### config.mk
export PLATFORM = sky130hd
export DESIGN_NAME = memsys_top
export DESIGN_NICKNAME = d
export VERILOG_FILES = /design/src/rtl/memsys_pkg.sv /design/src/rtl/mem_addr_decode.sv /design/src/rtl/ram_bank.sv /design/src/rtl/rom_bank.sv /design/src/rtl/memsys_top.sv
export SDC_FILE = /design/constraint.sdc
export NUM_CORES = 2
export LEC_CHECK = 0
export ABC_AREA = 0
export BUFFER_PORTS_ARGS = -buffer_cell sky130_fd_sc_hd__buf_2
export CORE_MARGIN = 2
export CORE_UTILIZATION = 30
export CTS_BUF_LIST = sky130_fd_sc_hd__clkbuf_16
export CTS_CLUSTER_DIAMETER = 40
export DETAILED_ROUTE_END_ITERATION = 10
export GPL_TIMING_DRIVEN = 1
export PLACE_DENSITY = 0.44
export SETUP_SLACK_MARGIN = 0.15
export SLEW_MARGIN = 20
export SYNTH_ARGS = -nofsm -noshare
export SYNTH_HDL_FRONTEND = slang
export SYNTH_SLANG_ARGS = --single-unit
export TNS_END_PERCENT = 1
### constraint.sdc
create_clock -name clk -period 4.2 [get_ports clk]
set_input_delay 0.63 -clock clk [delete_from_list [all_inputs] [get_ports clk]]
set_output_delay 0.63 -clock clk [all_outputs]
set_load 0.02 [all_outputs]
### src/rtl/memsys_pkg.sv
package memsys_pkg;
    localparam int ADDR_W = 10;
    localparam int DATA_W = 8;
    localparam int RAM_AW = 7;
    localparam int ROM_AW = 9;
    localparam int N_RAM  = 4;
    localparam logic [DATA_W-1:0] ROM_MASK_LO = 8'hA5;
    localparam logic [DATA_W-1:0] ROM_MASK_HI = 8'h5A;

    typedef struct packed {
        logic act_hi;
        logic act_lo_n;
    } chip_sel_t;
endpackage

### src/rtl/mem_addr_decode.sv
module mem_addr_decode
    import memsys_pkg::*;
#(
    parameter int AW     = ADDR_W,
    parameter int BANK_AW = RAM_AW,
    parameter int NBANK  = N_RAM
) (
    input  logic [AW-1:0] addr,
    output chip_sel_t     ram_sel [NBANK],
    output chip_sel_t     rom_sel
);
    localparam int SEL_W = AW - 1 - BANK_AW;

    logic [SEL_W-1:0] bank_idx;
    logic             region_bit;

    always_comb begin
        bank_idx   = addr[AW-2:BANK_AW];
        region_bit = addr[AW-1];
    end

    for (genvar k = 0; k < NBANK; k++) begin : g_dec
        always_comb begin
            ram_sel[k].act_hi   = (bank_idx == SEL_W'(k));
            ram_sel[k].act_lo_n = region_bit;
        end
    end

    always_comb begin
        rom_sel.act_hi   = region_bit;
        rom_sel.act_lo_n = 1'b0;
    end
endmodule

### src/rtl/ram_bank.sv
module ram_bank #(
    parameter int AW = 7,
    parameter int DW = 8
) (
    input  logic          clk,
    input  logic          rst_n,
    input  logic          cs_hi,
    input  logic          cs_lo_n,
    input  logic          rd,
    input  logic          wr,
    input  logic [AW-1:0] addr,
    input  logic [DW-1:0] wdata,
    output logic [DW-1:0] rdata,
    output logic          drive
);
    localparam int DEPTH = 1 << AW;

    typedef logic [DEPTH-1:0][DW-1:0] store_t;

    store_t store_d, store_q;
    logic   picked;
    logic   commit;

    always_comb begin
        picked  = cs_hi && !cs_lo_n;
        drive   = picked && rd;
        commit  = picked && !rd && wr && rst_n;
        rdata   = drive ? store_q[addr] : '0;
        store_d = store_q;
        if (commit) store_d[addr] = wdata;
    end

    always_ff @(posedge clk) begin
        store_q <= store_d;
    end

    // a plain write lands at the addressed byte
    assert_write_lands_R4: assert property (@(posedge clk) disable iff (!rst_n)
        (cs_hi && !cs_lo_n && !rd && wr) |=> store_q[$past(addr)] == $past(wdata));

    // no change unless selected with write-only strobes
    assert_no_stray_write_R2: assert property (@(posedge clk) disable iff (!rst_n)
        (rd || !wr || !cs_hi || cs_lo_n) |=> store_q == $past(store_q));
endmodule

### src/rtl/rom_bank.sv
module rom_bank
    import memsys_pkg::*;
#(
    parameter int AW = ROM_AW,
    parameter int DW = DATA_W
) (
    input  logic          cs_hi,
    input  logic          cs_lo_n,
    input  logic          rd,
    input  logic [AW-1:0] addr,
    output logic [DW-1:0] rdata,
    output logic          drive
);
    function automatic logic [DW-1:0] rom_word(input logic [AW-1:0] a);
        logic [DW-1:0] v;
        v = a[DW-1:0] ^ ROM_MASK_LO;
        if (a[AW-1]) v = v ^ ROM_MASK_HI;
        return v;
    endfunction

    always_comb begin
        drive = cs_hi && !cs_lo_n && rd;
        rdata = drive ? rom_word(addr) : '0;
    end
endmodule

### src/rtl/memsys_top.sv
module memsys_top
    import memsys_pkg::*;
#(
    parameter int AW    = ADDR_W,
    parameter int DW    = DATA_W,
    parameter int RAW   = RAM_AW,
    parameter int OAW   = ROM_AW,
    parameter int NBANK = N_RAM
) (
    input  logic          clk,
    input  logic          rst_n,
    input  logic [AW-1:0] bus_addr,
    input  logic          bus_rd,
    input  logic          bus_wr,
    input  logic [DW-1:0] bus_wdata,
    output logic [DW-1:0] bus_rdata,
    output logic          bus_drive
);
    chip_sel_t         ram_sel [NBANK];
    chip_sel_t         rom_sel;
    logic [DW-1:0]     ram_rd  [NBANK];
    logic [NBANK-1:0]  ram_drv;
    logic [DW-1:0]     rom_rd;
    logic              rom_drv;

    mem_addr_decode #(.AW(AW), .BANK_AW(RAW), .NBANK(NBANK)) u_dec (
        .addr    (bus_addr),
        .ram_sel (ram_sel),
        .rom_sel (rom_sel)
    );

    for (genvar k = 0; k < NBANK; k++) begin : g_ram
        ram_bank #(.AW(RAW), .DW(DW)) u_ram (
            .clk     (clk),
            .rst_n   (rst_n),
            .cs_hi   (ram_sel[k].act_hi),
            .cs_lo_n (ram_sel[k].act_lo_n),
            .rd      (bus_rd),
            .wr      (bus_wr),
            .addr    (bus_addr[RAW-1:0]),
            .wdata   (bus_wdata),
            .rdata   (ram_rd[k]),
            .drive   (ram_drv[k])
        );
    end

    rom_bank #(.AW(OAW), .DW(DW)) u_rom (
        .cs_hi   (rom_sel.act_hi),
        .cs_lo_n (rom_sel.act_lo_n),
        .rd      (bus_rd),
        .addr    (bus_addr[OAW-1:0]),
        .rdata   (rom_rd),
        .drive   (rom_drv)
    );

    always_comb begin
        bus_rdata = rom_rd;
        for (int k = 0; k < NBANK; k++) bus_rdata = bus_rdata | ram_rd[k];
        bus_drive = rom_drv || (|ram_drv);
    end

    assert_one_driver_R8: assert property (@(posedge clk) disable iff (!rst_n)
        $onehot0({ram_drv, rom_drv}));

    assert_quiet_bus_R8: assert property (@(posedge clk) disable iff (!rst_n)
        !bus_drive |-> bus_rdata == '0);

    assert_rom_masks_ram_R7: assert property (@(posedge clk) disable iff (!rst_n)
        bus_addr[AW-1] |-> ram_drv == '0);

    assert_drive_tracks_read_R9: assert property (@(posedge clk) disable iff (!rst_n)
        bus_drive == bus_rd);
endmodule

==> reports/qor.csv <==
stage,metric,value,unit
synth,synthArstFlopShare,0,%
critical_path,cp-start-kind,flop,
floorplanning,ioPinCount,31,
sta,slew_headroom,26.9,%
synth,synth_cells,8793,
floorplanning,die_area,540000,µm²
place,placement.cell_area,181000,µm²
synth,synth-edff-count,4096,
global_route,grt_pass1_vias,96515,
drt,via_count,97238,
cells_and_area,stdcell_area,201000,µm²
synth,synth-seq-cells,4096,
drt,drt_first_iter_violations,12425,
floorplanning,chipWidth,735,µm
place,port_buffers,30,
drt,ant_nets,0,
synth,yosysSeqAreaShare,76.8,%
worst_hold_path,min_path_type,primary input to flop,
floorplanning,die_y,735,µm
floorplanning,coreArea,532000,µm²
sta,finalSetupViolations,8,
sta,layout_min_cycle_time,5.44,ns
synth,yosys_warnings,0,
drt,drc,0,
clocking,cts_sinks,4096,
cells_and_area,layout_common_cells,"edfxtp_1, buf_4, nor2_1, clkbuf_16, a221oi_1",
sta,slew_viol_final,0,
run_status,violations,negative setup slack,
place,dp_slack,-1.52,ns
synth,ys.flop_type,edfxtp_1,
sta,rsz0062_at_grt,true,
critical_path,worstPathArrival,4.81,ns
drt,wl_per_cell,34.5,µm
pwr,peakVddDrop,377,µV
clocking,htreeDepth,6,
sta,hold_viol,0,
sta,whs,0.0765,ns
drt,via_per_inst,5.43,
clocking,tritoncts,done,
cells_and_area,finalNetCount,10426,
critical_path,cp_max_fo,1,
global_route,grt_usage,22.2,%
cells_and_area,fin_cells,17908,
sta,fin_crit_sh,129,%
sta,max_freq,184,MHz
cells_and_area,largestRegisters,g_ram.u_ram.store_q: 4096 flops,
synth,syn-num-nets,8815,
run_status,status,"finished, violations left",
floorplanning,row_count,268,
drt,drt_first_pass_iters,8,
global_route,grt_max_degree,129,
worst_hold_path,min_path_cells,1,
place,placed_cells,16838,
place,dp_hpwl,420000,µm
place,gp_congestion,0.897,
critical_path,crit_type,flop to primary output,
critical_path,crit_path_end_kind,primary output,
drt,routed_wirelength,617000,µm
synth,postSynthAreaPerCell,18.2,µm²
floorplanning,initial_core_util,30.1,%
clocking,clockBufferDepth,4,
cells_and_area,drive_gt1_share,31.5,%
pwr,power.density,500,nW/µm²
global_route,antenna_found_initial,46,
global_route,grt_pass1_wl,836000,µm
sta,post-route-worst-setup-slack,-1.24,ns
synth,syn_area,160000,µm²
cells_and_area,final_common_cell,edfxtp_1,
cells_and_area,largest_register_ffs,4096,
pwr,leakagePower,0.0666,µW
sta,setup_tns,-7.61,ns
clocking,cts_root_buf,clkbuf_16,
cells_and_area,regMostFlops,g_ram.u_ram.store_q,
clocking,clk_pin_slew,0.06,ns
critical_path,crit_required,3.57,ns
job,drv_cap,0,
cells_and_area,fillers,48958,
clocking,cts_buffers,582,
sta,worst_slew_pin_slew,1.09,ns
cells_and_area,synthToLayoutAreaGrowth,25.7,%
global_route,grt-ovfl-total,0,
synth,yosysUniqueCellTypes,76,
[cell usage after synthesis (35+ instances only)]
| cell | count | area share, % |
|---|---|---|
| a31oi_1 | 42 | 0.16 |
| buf_6 | 35 | 0.25 |
| mux4_2 | 352 | 4.9 |
| clkbuf_1 | 253 | 0.59 |
| a221oi_1 | 457 | 2.5 |
| mux2_2 | 401 | 2.8 |
| buf_2 | 180 | 0.56 |
| a221o_1 | 83 | 0.52 |
| mux2i_1 | 421 | 2.6 |
| buf_1 | 75 | 0.18 |
| nor2_1 | 720 | 1.7 |
| edfxtp_1 | 4096 | 77 |
| o21ai_0 | 226 | 0.71 |
| nand3_1 | 63 | 0.20 |
| o221ai_1 | 36 | 0.20 |
| a211oi_1 | 44 | 0.21 |
| a22oi_1 | 214 | 1.0 |
| a21oi_1 | 203 | 0.63 |
| nand2_1 | 342 | 0.80 |
| o211ai_1 | 59 | 0.28 |
| buf_4 | 80 | 0.37 |
[through the flow]
| step | power (µW) | utilization, % |
|---|---|---|
| 2_1_floorplan | 48000 | - |
| 3_3_place_gp | 51800 | 34.0 |
| 3_5_place_dp | 51800 | 34.0 |
| 4_1_cts | 101000 | 37.8 |
| 5_1_grt | 103000 | 37.8 |
| 6_report | 101000 | 37.8 |
[worst paths after layout]
check | start | end | slack [ns]
worst min-delay path | bus_wdata[3] | g_ram[2].u_ram.store_q[371]$_DFFE_PP_ | 0.08
worst max-delay path | g_ram[1].u_ram.store_q[378]$_DFFE_PP_ | bus_rdata[2] | -1.24
[critical path, cell delays in order (launching register included)]
cell	delay, ns
edfxtp_1	0.37
mux2_4	0.28
a221oi_2	0.26
nor2_1	0.09
o211ai_1	0.84
buf_4	0.26
o311ai_4	0.11
and3_4	0.21
or4_4	0.55
or4_4	0.45
buf_8	0.16
buf_8	0.13
[layout make-up]
type / instances / area, µm² / share of cell area [%]
repair buffers: 1650 / 15200 / 7.56
flip-flops and latches: 4096 / 123000 / 61.1
clock inverters: 468 / 5050 / 2.51
diodes: 10 / 25.0 / 0.0124
clock buffers: 590 / 14800 / 7.33
well taps: 7020 / 8780 / 4.36
inverters: 8 / 50.0 / 0.0248
multi-input cells: 4066 / 34500 / 17.1
[cell families after synthesis]
kind of cell    Yosys count  synth area share (%)
compound gates         1627                  7.61
simple gates           1259                  3.22
xor+xnor                  3                0.0164
buf+inv                 631                  1.97
flops                  4096                  76.8
mux                    1177                  10.4
[what timing repair did]
item | 4_1_cts | 5_1_grt
endpoints found under the setup margin | 8 | 8
gates resized for setup | 48 | 24
pin swaps | 9 | 2
cloned | 0 | 0
hold buffers | 1 | 0
setup buffers | 1 | 0
endpoints found under the hold margin | 8 | 0
[report_power, final]
part / internal [µW] / switching [µW] / total [µW]
clock network: 30000 / 19600 / 49600
logic: 2070 / 4030 / 6100
registers: 45000 / 1.69 / 45000
total: 77100 / 23600 / 101000
[layer usage]
metal,global-route usage (%),wire (µm),vias to the layer above,share of wire [%]
met4,7.54,23100,8,3.7
met1,31.2,265000,52117,43
li1,-,-,39516,-
met2,34.5,280000,4686,45
met3,4.23,49300,911,8.0
met5,0,45,-,0.0073
(Power assumes the default switching activity.)
